===== src/rtl/fpg_pkg.sv =====
// Package for the permission gate.
// Contents: class codes, fault vector numbers, control bit positions
// and the struct of kept control bits.
// Assumes control register writes carry at least 19 bits.
package fpg_pkg;
    localparam int CLS_W = 3;
    localparam int VEC_W = 8;

    typedef enum logic [CLS_W-1:0] {
        CLS_X87   = 3'd0,
        CLS_WAIT  = 3'd1,
        CLS_MMX   = 3'd2,
        CLS_SSE   = 3'd3,
        CLS_XSAVE = 3'd4
    } iclass_e;

    localparam logic [VEC_W-1:0] VEC_UD = 8'd6;
    localparam logic [VEC_W-1:0] VEC_NM = 8'd7;
    localparam logic [VEC_W-1:0] VEC_XF = 8'd19;

    localparam int B_MP   = 1;
    localparam int B_EM   = 2;
    localparam int B_TS   = 3;
    localparam int B_FXSR = 9;
    localparam int B_XMM  = 10;
    localparam int B_XSV  = 18;

    typedef struct packed {
        logic mp;
        logic em;
        logic ts;
        logic fxsr;
        logic xmm;
        logic xsv;
        logic sse_off;
    } ctl_t;
endpackage


===== src/rtl/fpg_ctrl_regs.sv =====
// Holds the control bits that the gate decides on.
// It also keeps the task-switched flag and the SSE-disabled latch.
// Assumes XLEN is wide enough to hold the highest bit position used.
module fpg_ctrl_regs
    import fpg_pkg::*;
#(
    parameter int XLEN = 32
) (
    input  logic            clk,
    input  logic            rst_n,
    input  logic            task_sw,
    input  logic            clr_ts,
    input  logic            cr0_we,
    input  logic [XLEN-1:0] cr0_wdata,
    input  logic            cr4_we,
    input  logic [XLEN-1:0] cr4_wdata,
    input  logic            sse_exc,
    output ctl_t            ctl
);
    ctl_t ctl_q;
    logic unused_bits;

    // Fold away the write data bits that the gate does not keep.
    assign unused_bits = ^{cr0_wdata, cr4_wdata};

    // Update each kept bit from its write port or strobe.
    always_ff @(posedge clk) begin
        if (!rst_n) begin
            ctl_q <= '0;
        end else begin
            if (cr0_we) begin
                ctl_q.mp <= cr0_wdata[B_MP];
                ctl_q.em <= cr0_wdata[B_EM];
            end
            if (task_sw)     ctl_q.ts <= 1'b1;
            else if (clr_ts) ctl_q.ts <= 1'b0;
            else if (cr0_we) ctl_q.ts <= cr0_wdata[B_TS];
            if (cr4_we) begin
                ctl_q.fxsr <= cr4_wdata[B_FXSR];
                ctl_q.xmm  <= cr4_wdata[B_XMM];
                ctl_q.xsv  <= cr4_wdata[B_XSV];
            end
            if (cr4_we)                    ctl_q.sse_off <= 1'b0;
            else if (sse_exc && !ctl_q.xmm) ctl_q.sse_off <= 1'b1;
        end
    end

    assign ctl = ctl_q;


    ts_set_chk: assert property (@(posedge clk) disable iff (!rst_n)
        task_sw |=> ctl_q.ts);

    ts_clr_chk: assert property (@(posedge clk) disable iff (!rst_n)
        (clr_ts && !task_sw) |=> !ctl_q.ts);

    sse_off_clr_chk: assert property (@(posedge clk) disable iff (!rst_n)
        cr4_we |=> !ctl_q.sse_off);

    sse_off_set_chk: assert property (@(posedge clk) disable iff (!rst_n)
        (sse_exc && !ctl_q.xmm && !cr4_we) |=> ctl_q.sse_off);
endmodule


===== src/rtl/fpg_decide.sv =====
// Combinational verdict for one issue and the kept control bits.
// Gives either allow or a fault with its vector.
// An SSE exception report routed to the SIMD vector takes the cycle.
module fpg_decide
    import fpg_pkg::*;
(
    input  logic             issue,
    input  logic [CLS_W-1:0] iclass,
    input  logic             sse_exc,
    input  ctl_t             ctl,
    output logic             allow,
    output logic             fault_valid,
    output logic [VEC_W-1:0] fault_vec
);
    logic ud;
    logic nm;

    // Find the invalid-opcode and not-available conditions for the class.
    always_comb begin
        ud = 1'b0;
        nm = 1'b0;
        case (iclass_e'(iclass))
            CLS_WAIT:  nm = ctl.mp & ctl.ts;
            CLS_X87,
            CLS_MMX:   begin ud = ctl.em; nm = ctl.ts; end
            CLS_SSE:   begin ud = ctl.em | ~ctl.fxsr | ctl.sse_off; nm = ctl.ts; end
            CLS_XSAVE: begin ud = ctl.em | ~ctl.xsv; nm = ctl.ts; end
            default:   ;
        endcase
    end

    // Pick the verdict by priority: SIMD report, invalid, not available, allow.
    always_comb begin
        allow       = 1'b0;
        fault_valid = 1'b0;
        fault_vec   = '0;
        if (sse_exc && ctl.xmm) begin
            fault_valid = 1'b1;
            fault_vec   = VEC_XF;
        end else if (issue) begin
            if (ud) begin
                fault_valid = 1'b1;
                fault_vec   = VEC_UD;
            end else if (nm) begin
                fault_valid = 1'b1;
                fault_vec   = VEC_NM;
            end else begin
                allow = 1'b1;
            end
        end
    end
endmodule


===== src/rtl/fpu_perm_gate.sv =====
// Top of the floating-point and vector permission gate.
// Joins the control-bit store to the verdict logic.
// Assumes at most one issue per cycle; outputs follow inputs in the same cycle.
module fpu_perm_gate
    import fpg_pkg::*;
#(
    parameter int XLEN = 32
) (
    input  logic             clk,
    input  logic             rst_n,
    input  logic             issue,
    input  logic [2:0]       iclass,
    input  logic             task_sw,
    input  logic             clr_ts,
    input  logic             cr0_we,
    input  logic [XLEN-1:0]  cr0_wdata,
    input  logic             cr4_we,
    input  logic [XLEN-1:0]  cr4_wdata,
    input  logic             sse_exc,
    output logic             allow,
    output logic             fault_valid,
    output logic [7:0]       fault_vec
);
    ctl_t ctl;

    fpg_ctrl_regs #(.XLEN(XLEN)) u_regs (
        .clk(clk), .rst_n(rst_n), .task_sw(task_sw), .clr_ts(clr_ts),
        .cr0_we(cr0_we), .cr0_wdata(cr0_wdata), .cr4_we(cr4_we),
        .cr4_wdata(cr4_wdata), .sse_exc(sse_exc), .ctl(ctl)
    );

    fpg_decide u_decide (
        .issue(issue), .iclass(iclass), .sse_exc(sse_exc), .ctl(ctl),
        .allow(allow), .fault_valid(fault_valid), .fault_vec(fault_vec)
    );


    excl_chk: assert property (@(posedge clk) disable iff (!rst_n)
        !(allow && fault_valid));

    idle_chk: assert property (@(posedge clk) disable iff (!rst_n)
        (!issue && !sse_exc) |-> (!allow && !fault_valid));

    em_chk: assert property (@(posedge clk) disable iff (!rst_n)
        (issue && !sse_exc && ctl.em && iclass == 3'd0) |-> (fault_valid && fault_vec == VEC_UD));

    wait_chk: assert property (@(posedge clk) disable iff (!rst_n)
        (issue && !sse_exc && iclass == 3'd1 && !ctl.ts) |-> allow);

    simd_chk: assert property (@(posedge clk) disable iff (!rst_n)
        (sse_exc && ctl.xmm) |-> (fault_valid && fault_vec == VEC_XF && !allow));
endmodule


===== config.mk =====
export PLATFORM = sky130hd
export DESIGN_NAME = fpu_perm_gate
export DESIGN_NICKNAME = d
export VERILOG_FILES = /design/src/rtl/fpg_pkg.sv /design/src/rtl/fpg_ctrl_regs.sv /design/src/rtl/fpg_decide.sv /design/src/rtl/fpu_perm_gate.sv
export SDC_FILE = /design/constraint.sdc
export NUM_CORES = 1
export LEC_CHECK = 0
export BUFFER_PORTS_ARGS = -buffer_cell sky130_fd_sc_hd__buf_4
export CAP_MARGIN = 20
export CORE_MARGIN = 2
export CORE_UTILIZATION = 27
export CTS_BUF_LIST = sky130_fd_sc_hd__clkbuf_8
export DETAILED_ROUTE_END_ITERATION = 7
export MAX_ROUTING_LAYER = met4
export PLACE_DENSITY = 0.94
export SYNTH_ARGS = -nofsm -noshare
export SYNTH_HDL_FRONTEND = slang
export SYNTH_SLANG_ARGS = --single-unit

===== constraint.sdc =====
create_clock -name clk -period 2 [get_ports clk]
set_input_delay 0.3 -clock clk [delete_from_list [all_inputs] [get_ports clk]]
set_output_delay 0.3 -clock clk [all_outputs]
set_load 0.02 [all_outputs]

==> impl_metrics.env, run 1 <==
export IMPL_grt_setup_unrepaired="no"
export IMPL_power_frac_clock_pct=41.5
export IMPL_post_route_worst_setup_slack_ps=221
export IMPL_drt_vias_per_instance=4.54
export IMPL_synth_top_cell_area_share_pct=33.3
export IMPL_cp_required_ps=1700
export IMPL_grt_util_all_layers_pct=11.6
export IMPL_main_combinational_cell_family_by_area_after_synthesis="simple AND/OR/NAND/NOR gates"
export IMPL_worst_setup_sp_type="register"
export IMPL_cell_internal_pwr_uw=337
export IMPL_dr_max_layer_used="met3"
export IMPL_power_density_nw_per_um2=706
export IMPL_postRouteAntennaNets=0
export IMPL_seqPwrFrac_pct=34.7
export IMPL_antennaDiodeCount=0
export IMPL_synth_area_leader_cell="sky130_fd_sc_hd__dfxtp_1"
export IMPL_cap_viol_max_count=0
export IMPL_share_of_the_synthesized_netlist_area_taken_by_xor_and_xnor_gates_pct=0
export IMPL_hold_worst_slack_ps=284
export IMPL_reg2regPathDepth=3
export IMPL_area_share_of_fa_ha_maj_cells_after_synthesis_pct=0
export IMPL_finalWeightedCongestion=0.724
export IMPL_dp_cells=83
export IMPL_fmax_ghz=0.562
export IMPL_postLayoutCoreUtil_pct=42.4
export IMPL_synth_area_um2=420
export IMPL_min_delay_path_class="primary input to register"
export IMPL_cp_top_family="compound AO/OA/AOI/OAI gates"
export IMPL_finish_net_count=147
export IMPL_route_met2_wl_um=493
export IMPL_status="complete, no violations"
export IMPL_pre_cts_ws_ps=389
export IMPL_p_sw_share_pct=24.5
export IMPL_irDropWorstVdd_mv=0.359
export IMPL_syn_area_cell_um2=9.14
export IMPL_met1Wirelength_um=352
export IMPL_floorplan_core_area_um2=1490
export IMPL_synth_seq_area_share_pct=33.3
export IMPL_rr_startpoint="u_regs.ctl[4]$_SDFFE_PN0P_"
export IMPL_synth_lib_cells_used_distinct=23
export IMPL_port_buffer_count=22
export IMPL_placement_rows=14
export IMPL_critPathBufInv=1
export IMPL_drt_initial_drc_count=2
export IMPL_timing_critical_path_slowest_stage_cell="sky130_fd_sc_hd__dfxtp_1"
export IMPL_r2r_end="u_regs.ctl[4]$_SDFFE_PN0P_"
export IMPL_postCtsResizedCells=0
export IMPL_final_non_filler_cell_area_um2=632
export IMPL_crit_path_max_incr_delay_ps=390
export IMPL_overall_power_uw=446
export IMPL_floorplan_initialDensity_pct=28.2
export IMPL_worstSetupEndpointType="primary output"
export IMPL_route_detailed_drc=0
export IMPL_post_route_cells_drive_above_1_share_pct=40.8
export IMPL_place_hpwl_um=789
export IMPL_clk_path_buf_depth=2
export IMPL_setup_worst_path_class="register to primary output"
export IMPL_avgRoutedWirePerCell_um=10.4
export IMPL_maxSlewViolCount=0
export IMPL_io_pins=85
export IMPL_final_instance_count_excl_fill=87
export IMPL_power_switching_uw=109
export IMPL_detailroute_via_count=395
export IMPL_holdBufCountCts=0
export IMPL_met3_wirelength_um=58
export IMPL_synth_mux_area_share_pct=14.3
export IMPL_synthesis_instances=46
export IMPL_timing_final_hold_violations=0
export IMPL_drt_pass1_iter_count=2
export IMPL_synth_seq_cells=7
export IMPL_setup_tns_ps=0
export IMPL_synth_compound_area_share_pct=19.6
export IMPL_largest_register_ff_count=7
export IMPL_cellLeakagePower_nw=0.322
export IMPL_fin_skew_ps=0.0745
export IMPL_cts_tree="yes"
export IMPL_placement_cell_area_um2=587
export IMPL_grt_overflow_total=0
export IMPL_worst_r2r_setup_slack_ps=1250
export IMPL_setup_violations_final=0
export IMPL_clock_sinks=7
export IMPL_cts_clk_slew_worst_paths_ps=40
export IMPL_h_tree_depth=1
export IMPL_areaGrowthSynthToFinish_pct=50.3
export IMPL_worstPathArrival_ps=1480
export IMPL_final_min_clock_period_ps=1780
export IMPL_clock_latency_ps=220
export IMPL_worst_hold_path_num_cells=2
export IMPL_synth_top_cells_by_area="sky130_fd_sc_hd__dfxtp_1 33%, sky130_fd_sc_hd__mux2i_1 14%, sky130_fd_sc_hd__nor2b_1 8.9%"
export IMPL_die_area_um2=1890
export IMPL_first_global_vias=370
export IMPL_cts_root_buffer_cell="sky130_fd_sc_hd__clkbuf_8"
export IMPL_cts_buffers=3
export IMPL_combPwrFrac_pct=23.8
export IMPL_hold_path_startpoint="task_sw"
export IMPL_cts_setup_buffers=0
export IMPL_yosys_area_share_simple_pct=22.0
export IMPL_wire_length_of_the_first_global_routing_pass_mm=1.50
export IMPL_sequence_of_cells_on_the_critical_path="nand2b_4 -> a211o_1 -> a31oi_2 -> and3_1 -> buf_4"
export IMPL_die_width_um=43.5
export IMPL_routed_wl_um=905
export IMPL_critical_path_max_fanout=4
export IMPL_holdPathEnd="u_regs.ctl[4]$_SDFFE_PN0P_"
export IMPL_antenna_found_initial=0
export IMPL_maximum_number_of_pins_on_one_net_before_global_route_repair=8
export IMPL_final_min_period_over_clock_period_pct=89.0
export IMPL_die_height_um=43.5
export IMPL_synthesis_yosys_warnings=0
==> layout by cell type (no fill, tap or decap) <==
| master | n |
|---|---|
| sky130_fd_sc_hd__buf_4 | 22 |
| sky130_fd_sc_hd__dfxtp_1 | 7 |
| sky130_fd_sc_hd__nor2b_1 | 6 |
| sky130_fd_sc_hd__mux2i_1 | 6 |
| sky130_fd_sc_hd__inv_1 | 4 |
| sky130_fd_sc_hd__conb_1 | 4 |
| sky130_fd_sc_hd__clkbuf_8 | 3 |
| sky130_fd_sc_hd__nor2_1 | 2 |
| sky130_fd_sc_hd__o21ai_0 | 2 |
| sky130_fd_sc_hd__nand2_1 | 1 |
| sky130_fd_sc_hd__nand2b_4 | 1 |
| sky130_fd_sc_hd__a211o_1 | 1 |
| sky130_fd_sc_hd__nand2b_1 | 1 |
| sky130_fd_sc_hd__o21ai_1 | 1 |
| sky130_fd_sc_hd__nand3_1 | 1 |
| sky130_fd_sc_hd__o21ba_1 | 1 |
| sky130_fd_sc_hd__o21a_4 | 1 |
| sky130_fd_sc_hd__a31o_2 | 1 |
| sky130_fd_sc_hd__a31oi_2 | 1 |
| sky130_fd_sc_hd__nor3_1 | 1 |
| sky130_fd_sc_hd__and3_1 | 1 |
| sky130_fd_sc_hd__a21oi_1 | 1 |
| sky130_fd_sc_hd__nor3b_1 | 1 |
| sky130_fd_sc_hd__o21a_1 | 1 |
==> worst max-delay path by stage <==
stage | from | endpoint | depth (start not counted)
after detailed placement | iclass[1] | allow | 6
after global routing | u_regs.ctl[3]$_SDFFE_PN0P_ | allow | 5
after global placement | iclass[1] | allow | 6
after floorplan | u_regs.ctl[1]$_SDFFE_PN0P_ | fault_valid | 4
final | u_regs.ctl[3]$_SDFFE_PN0P_ | allow | 5
after CTS | u_regs.ctl[3]$_SDFFE_PN0P_ | allow | 5
==> cell families (layout without fill, tap and decap cells) <==
logic type	after synthesis	in the layout
simple gates	15	15
compound gates	10	10
flops	7	7
buf+inv	7	29
mux	6	6
other cells	1	4
==> worst register-to-register path, stage by stage (launching register included) <==
cell,delay (ps)
sky130_fd_sc_hd__dfxtp_1,310
sky130_fd_sc_hd__mux2i_1,120
sky130_fd_sc_hd__nor2_1,50
sky130_fd_sc_hd__o21a_1,150
==> cells in the mapped netlist <==
master / instances
sky130_fd_sc_hd__o21ba_1: 1
sky130_fd_sc_hd__buf_4: 4
sky130_fd_sc_hd__nor2b_1: 6
sky130_fd_sc_hd__a31o_2: 1
sky130_fd_sc_hd__nor2_1: 2
sky130_fd_sc_hd__conb_1: 1
sky130_fd_sc_hd__inv_1: 3
sky130_fd_sc_hd__nand2_1: 1
sky130_fd_sc_hd__mux2i_1: 6
sky130_fd_sc_hd__o21ai_0: 2
sky130_fd_sc_hd__a31oi_2: 1
sky130_fd_sc_hd__nand3_1: 1
sky130_fd_sc_hd__o21a_1: 1
sky130_fd_sc_hd__o21a_4: 1
sky130_fd_sc_hd__nor3b_1: 1
sky130_fd_sc_hd__a21oi_1: 1
sky130_fd_sc_hd__o21ai_1: 1
sky130_fd_sc_hd__and3_1: 1
sky130_fd_sc_hd__nand2b_1: 1
sky130_fd_sc_hd__nand2b_4: 1
sky130_fd_sc_hd__nor3_1: 1
sky130_fd_sc_hd__a211o_1: 1
sky130_fd_sc_hd__dfxtp_1: 7
==> area by class of cell <==
| type | count | area [µm²] |
|---|---|---|
| Multi-Input combinational cell | 35 | 250 |
| Fill cell | 155 | 857 |
| Tap cell | 16 | 20.0 |
| Clock buffer | 3 | 41.3 |
| Inverter | 3 | 11.3 |
| Sequential cell | 7 | 140 |
| Timing Repair Buffer | 22 | 165 |
| Clock inverter | 1 | 3.75 |
==> power groups by stage <==
stage,combinational (mW),clock [mW],sequential (mW)
6_report,0.106,0.185,0.155
2_1_floorplan,0.0640,0,0.155
5_1_grt,0.117,0.200,0.156
4_1_cts,0.108,0.191,0.155
3_5_place_dp,0.108,0,0.157
3_3_place_gp,0.104,0,0.157
==> layer usage <==
metal / global-route usage [%] / vias to the layer above
li1: - / 199
met1: 11.5 / 178
met2: 19.1 / 18
met3: 2.92 / 0
met4: 9.09 / 0
met5: - / -
(Power assumes the default switching activity.)
==> run 2, diff against run 1 <==
Settings changed: BUFFER_PORTS_ARGS -buffer_cell sky130_fd_sc_hd__buf_4 to -buffer_cell sky130_fd_sc_hd__buf_2.
==> run 2 against run 1 <==
Largest cell class unchanged. Final cell count unchanged. Hold slack improved by 2.6 ps. Worst setup slack got worse by 4.0 ps. Combinational power decreased by 13%. Die area unchanged. Utilization decreased by 3.7 points. Clock-buffer cell count unchanged. Largest power group unchanged. Cell area decreased by 8.7%. Via count increased by 0.25%. Critical endpoint unchanged. Fmax decreased by 0.23%. Sequential power about the same. Register-to-register slack got worse by 60 ps.
==> impl_metrics.env, run 2 (synthesized netlist as in run 1, its figures left out) <==
export IMPL_maximum_number_of_pins_on_one_net_before_global_route_repair=8
export IMPL_final_cell_mix="22 x sky130_fd_sc_hd__buf_2, 7 x sky130_fd_sc_hd__dfxtp_1, 6 x sky130_fd_sc_hd__nor2b_1, 6 x sky130_fd_sc_hd__mux2i_1"
export IMPL_grt_busiest_layer="met2"
export IMPL_worstSetupEndpointType="primary output"
export IMPL_clk_path_buf_depth=2
export IMPL_status="complete, no violations"
export IMPL_setup_violations_final=0
export IMPL_cts_buffers=3
export IMPL_floorplan_initialDensity_pct=28.2
export IMPL_antennaDiodeCount=0
export IMPL_post_route_cells_drive_above_1_share_pct=40.8
export IMPL_postCtsResizedCells=0
export IMPL_largest_register_ff_count=7
export IMPL_cts_root_buffer_cell="sky130_fd_sc_hd__clkbuf_8"
export IMPL_h_tree_depth=1
export IMPL_power_density_nw_per_um2=757
export IMPL_timing_final_hold_violations=0
export IMPL_grt_util_all_layers_pct=12.4
export IMPL_cts_setup_buffers=0
export IMPL_finalWeightedCongestion=0.725
export IMPL_grt_overflow_total=0
export IMPL_worst_r2r_setup_slack_ps=1190
export IMPL_floorplan_core_area_um2=1490
export IMPL_place_hpwl_um=771
export IMPL_areaGrowthSynthToFinish_pct=37.2
export IMPL_fin_skew_ps=4.68
export IMPL_post_route_worst_setup_slack_ps=217
export IMPL_irDropWorstVdd_mv=0.325
export IMPL_placement_rows=14
export IMPL_wire_length_of_the_first_global_routing_pass_mm=1.56
export IMPL_critical_path_max_fanout=4
export IMPL_drt_initial_drc_count=5
export IMPL_gr_util_met1_pct=11.5
export IMPL_maxSlewViolCount=0
export IMPL_clock_latency_ps=220
export IMPL_setup_worst_path_class="register to primary output"
export IMPL_cts_tree="yes"
export IMPL_io_pins=85
export IMPL_route_detailed_drc=0
export IMPL_sequence_of_cells_on_the_critical_path="nand2b_4 -> a211o_1 -> a31oi_2 -> and3_1 -> buf_2"
export IMPL_postLayoutCoreUtil_pct=38.7
export IMPL_crit_path_max_incr_delay_ps=310
export IMPL_drt_vias_per_instance=4.55
export IMPL_worst_setup_sp_type="register"
export IMPL_antenna_found_initial=0
export IMPL_avgRoutedWirePerCell_um=10.3
export IMPL_final_min_period_over_clock_period_pct=89.2
export IMPL_pre_cts_ws_ps=359
export IMPL_min_delay_path_class="primary input to register"
export IMPL_finish_net_count=147
export IMPL_clock_sinks=7
export IMPL_cellLeakagePower_nw=0.306
export IMPL_port_buffer_count=22
export IMPL_routed_wl_um=893
export IMPL_setup_tns_ps=0
export IMPL_cap_viol_max_count=0
export IMPL_die_area_um2=1890
export IMPL_fmax_ghz=0.561
export IMPL_die_height_um=43.5
export IMPL_final_min_clock_period_ps=1780
export IMPL_postRouteAntennaNets=0
export IMPL_drt_pass1_iter_count=2
export IMPL_detailroute_via_count=396
export IMPL_mostFrequentLayoutCell="sky130_fd_sc_hd__buf_2"
export IMPL_globalRouteMet3Util_pct=5.83
export IMPL_holdBufCountCts=0
export IMPL_cts_clk_slew_worst_paths_ps=40
export IMPL_timing_critical_path_slowest_stage_cell="sky130_fd_sc_hd__a211o_1"
export IMPL_grt_setup_unrepaired="no"
export IMPL_gr_usage_met2_pct=19.7
export IMPL_worstPathArrival_ps=1480
export IMPL_first_global_vias=371
export IMPL_die_width_um=43.5
export IMPL_cp_required_ps=1700
## run 2: area by class of cell
class                   instances  area (µm²)
fillers                       152         912
multi-input cells              35         250
flip-flops and latches          7         140
repair buffers                 22         110
clock buffers                   3        41.3
well taps                      16        20.0
inverters                       3        11.3
clock inverters                 1        3.75
## run 2: layer usage
layer / wire (µm) / vias to the layer above
li1: - / 200
met1: 336 / 176
met2: 447 / 18
met3: 92 / 2
met4: 17 / 0
met5: 0 / -
## run 2: where the power goes
group          switching [mW]  internal (mW)
registers             0.00606          0.149
clock network          0.0577          0.132
logic                  0.0498         0.0420
total                   0.114          0.323
## run 2: path summary, 6_finish.rpt
path                                    from                         end  cells after the start
hold / removal                       task_sw  u_regs.ctl[4]$_SDFFE_PN0P_                      2
setup / recovery  u_regs.ctl[0]$_SDFFE_PP0P_                       allow                      5
setup reg to reg  u_regs.ctl[4]$_SDFFE_PN0P_  u_regs.ctl[4]$_SDFFE_PN0P_                      3
hold reg to reg   u_regs.ctl[1]$_SDFFE_PN0P_  u_regs.ctl[1]$_SDFFE_PN0P_                      2
## run 2: per-stage QoR
step | hold WS [ps] | power (mW) | area (µm²) | cells
floorplan | 376 | 0.219 | 432 | 49
global placement | 508 | 0.246 | 532 | 83
detailed placement | 515 | 0.250 | 532 | 83
CTS | 283 | 0.445 | 577 | 87
global route | 282 | 0.464 | 577 | 87
finish | 286 | 0.437 | 577 | 87
## run 2: worst max-delay path, delay by kind of cell, from the launching register on
kind / cells / cell delay (ps)
AOI/OAI and AO/OA: 2 / 500
buffers and inverters: 1 / 150
DFF: 1 / 300
and+or+nand+nor: 2 / 300
==> run 3, diff against run 2 <==
Settings changed: ABC_AREA set to 1.
==> run 3 against run 2 <==
Power grew 1.5%. Final cell count is 24% higher. Largest cell class unchanged. Routed wire length up 10%.
==> impl_metrics.env, run 3 <==
export IMPL_post_route_cells_drive_above_1_share_pct=37.0
export IMPL_mostFrequentLayoutCell="sky130_fd_sc_hd__buf_2"
export IMPL_floorplan_initialDensity_pct=28.3
export IMPL_postCtsResizedCells=0
export IMPL_setup_tns_ps=0
export IMPL_synthArstFlopShare_pct=0
export IMPL_cell_internal_pwr_uw=319
export IMPL_drt_initial_drc_count=8
export IMPL_syn_area_cell_um2=6.29
export IMPL_setup_violations_final=0
export IMPL_synthesis_yosys_warnings=0
export IMPL_placement_rows=14
export IMPL_setup_worst_path_class="register to primary output"
export IMPL_yosys_most_used_dff="sky130_fd_sc_hd__dfxtp_1"
export IMPL_synth_edf_count=0
export IMPL_die_height_um=43.5
export IMPL_reg2regPathDepth=4
export IMPL_final_min_period_over_clock_period_pct=73.8
export IMPL_clock_latency_ps=220
export IMPL_worst_setup_sp_type="register"
export IMPL_drt_pass1_iter_count=4
export IMPL_synth_seq_cells=7
export IMPL_worstPathArrival_ps=1180
export IMPL_die_width_um=43.5
export IMPL_antenna_found_initial=0
export IMPL_post_route_worst_setup_slack_ps=524
export IMPL_status="complete, no violations"
export IMPL_synth_lib_cells_used_distinct=13
export IMPL_p_sw_share_pct=28.1
export IMPL_die_area_um2=1890
export IMPL_clock_sinks=7
export IMPL_h_tree_depth=1
export IMPL_gr_usage_met2_pct=19.7
export IMPL_maximum_number_of_pins_on_one_net_before_global_route_repair=7
export IMPL_antennaDiodeCount=0
export IMPL_synth_area_leader_cell="sky130_fd_sc_hd__dfxtp_1"
export IMPL_cts_clk_slew_worst_paths_ps=40
export IMPL_cellLeakagePower_nw=0.348
export IMPL_rr_startpoint="u_regs.ctl[4]$_SDFFE_PN0P_"
export IMPL_finalWeightedCongestion=0.743
export IMPL_cts_setup_buffers=0
export IMPL_synthesis_instances=67
export IMPL_holdBufCountCts=0
export IMPL_pre_cts_ws_ps=640
export IMPL_maxSlewViolCount=0
export IMPL_synth_seq_area_share_pct=33.2
export IMPL_dp_cells=104
export IMPL_overall_power_uw=443
export IMPL_seqPwrFrac_pct=35.3
export IMPL_power_frac_clock_pct=42.5
export IMPL_cap_viol_max_count=0
export IMPL_clk_path_buf_depth=2
export IMPL_min_delay_path_class="primary input to register"
export IMPL_worst_r2r_setup_slack_ps=1240
export IMPL_power_switching_uw=125
export IMPL_combPwrFrac_pct=22.2
export IMPL_routed_wl_um=985
export IMPL_grt_busiest_layer="met2"
export IMPL_synth_top_cell_area_share_pct=33.2
export IMPL_detailroute_via_count=462
export IMPL_worstSetupEndpointType="primary output"
export IMPL_place_hpwl_um=823
export IMPL_postRouteAntennaNets=0
export IMPL_cts_tree="yes"
export IMPL_timing_final_hold_violations=0
export IMPL_cp_required_ps=1700
export IMPL_drt_vias_per_instance=4.28
export IMPL_worst_hold_path_num_cells=2
export IMPL_final_cell_mix="22 x sky130_fd_sc_hd__buf_2, 13 x sky130_fd_sc_hd__nor2_1, 12 x sky130_fd_sc_hd__nand2_1"
export IMPL_route_detailed_drc=0
export IMPL_cts_root_buffer_cell="sky130_fd_sc_hd__clkbuf_8"
export IMPL_gr_util_met1_pct=12.2
export IMPL_wire_length_of_the_first_global_routing_pass_mm=1.54
export IMPL_power_density_nw_per_um2=767
export IMPL_yosys_top_cells_count="13 x sky130_fd_sc_hd__nor2_1, 12 x sky130_fd_sc_hd__nand2_1, 10 x sky130_fd_sc_hd__inv_1, 7 x sky130_fd_sc_hd__dfxtp_1, 6 x sky130_fd_sc_hd__nand2_2"
export IMPL_grt_setup_unrepaired="no"
export IMPL_final_instance_count_excl_fill=108
export IMPL_critical_path_max_fanout=3
export IMPL_irDropWorstVdd_mv=0.366
export IMPL_hold_path_startpoint="cr4_we"
export IMPL_first_global_vias=411
export IMPL_avgRoutedWirePerCell_um=9.12
export IMPL_fmax_ghz=0.677
export IMPL_grt_util_all_layers_pct=11.7
export IMPL_largest_register_ff_count=7
export IMPL_finish_net_count=168
export IMPL_r2r_end="u_regs.ctl[4]$_SDFFE_PN0P_"
export IMPL_areaGrowthSynthToFinish_pct=37.1
export IMPL_holdPathEnd="u_regs.ctl[0]$_SDFFE_PP0P_"
export IMPL_cts_buffers=3
export IMPL_port_buffer_count=22
export IMPL_fin_skew_ps=0.141
export IMPL_globalRouteMet3Util_pct=2.50
export IMPL_synthMostInstantiatedCell="sky130_fd_sc_hd__nor2_1"
export IMPL_synth_area_um2=422
export IMPL_synth_top_cells_by_area="sky130_fd_sc_hd__dfxtp_1 33%, sky130_fd_sc_hd__nor2_1 12%, sky130_fd_sc_hd__nand2_1 11%"
export IMPL_final_min_clock_period_ps=1480
export IMPL_grt_overflow_total=0
export IMPL_io_pins=85
export IMPL_floorplan_core_area_um2=1490
## run 3: per-stage QoR
step                utilization [%]  hold WS (ps)  area, µm²
floorplan                         -           379        433
finish                         38.8           289        578
CTS                            38.8           287        578
global route                   38.8           292        578
detailed placement             35.8           464        533
global placement               35.8           463        533
## run 3: critical path, stage by stage (launching register included)
cell	delay (ps)
sky130_fd_sc_hd__dfxtp_1	330
sky130_fd_sc_hd__nand2_1	60
sky130_fd_sc_hd__nor2_2	110
sky130_fd_sc_hd__nor2_2	50
sky130_fd_sc_hd__nand2_2	70
sky130_fd_sc_hd__nand2_2	60
sky130_fd_sc_hd__nand2_2	60
sky130_fd_sc_hd__nand2_1	40
sky130_fd_sc_hd__buf_2	150
## run 3: final cells by class
class	count	area (µm²)
Multi-Input combinational cell	49	225
Tap cell	16	20.0
Clock buffer	3	41.3
Sequential cell	7	140
Timing Repair Buffer	22	110
Fill cell	156	911
Clock inverter	1	3.75
Inverter	10	37.5
## run 3: cell families after synthesis
| family | after synthesis | synth area share [%] |
|---|---|---|
| other cells | 1 | 0.889 |
| simple gates | 35 | 38.0 |
| buf+inv | 14 | 16.0 |
| flops | 7 | 33.2 |
| compound gates | 10 | 11.9 |
## run 3: power by group through the flow
stage                     Combinational (mW)  Sequential [mW]  Clock, mW
after floorplan                       0.0686            0.156          0
after global placement                0.0946            0.158          0
after detailed placement              0.0985            0.158          0
after CTS                             0.0992            0.156      0.193
after global routing                   0.110            0.157      0.202
final                                 0.0985            0.156      0.188
## run 3: layer usage
metal | vias up | wire length [µm]
li1 | 243 | -
met1 | 196 | 432
met2 | 23 | 470
met3 | 0 | 81
met4 | 0 | 0
met5 | - | 0
## run 3: how the worst max path moves through the flow
stage	startpoint	to	slack, ps
6_report	u_regs.ctl[1]$_SDFFE_PN0P_	fault_vec[1]	520
5_1_grt	u_regs.ctl[0]$_SDFFE_PP0P_	fault_valid	410
2_1_floorplan	iclass[1]	fault_vec[2]	770
3_5_place_dp	iclass[2]	fault_vec[1]	640
3_3_place_gp	iclass[2]	fault_valid	680
4_1_cts	u_regs.ctl[1]$_SDFFE_PN0P_	fault_vec[1]	520
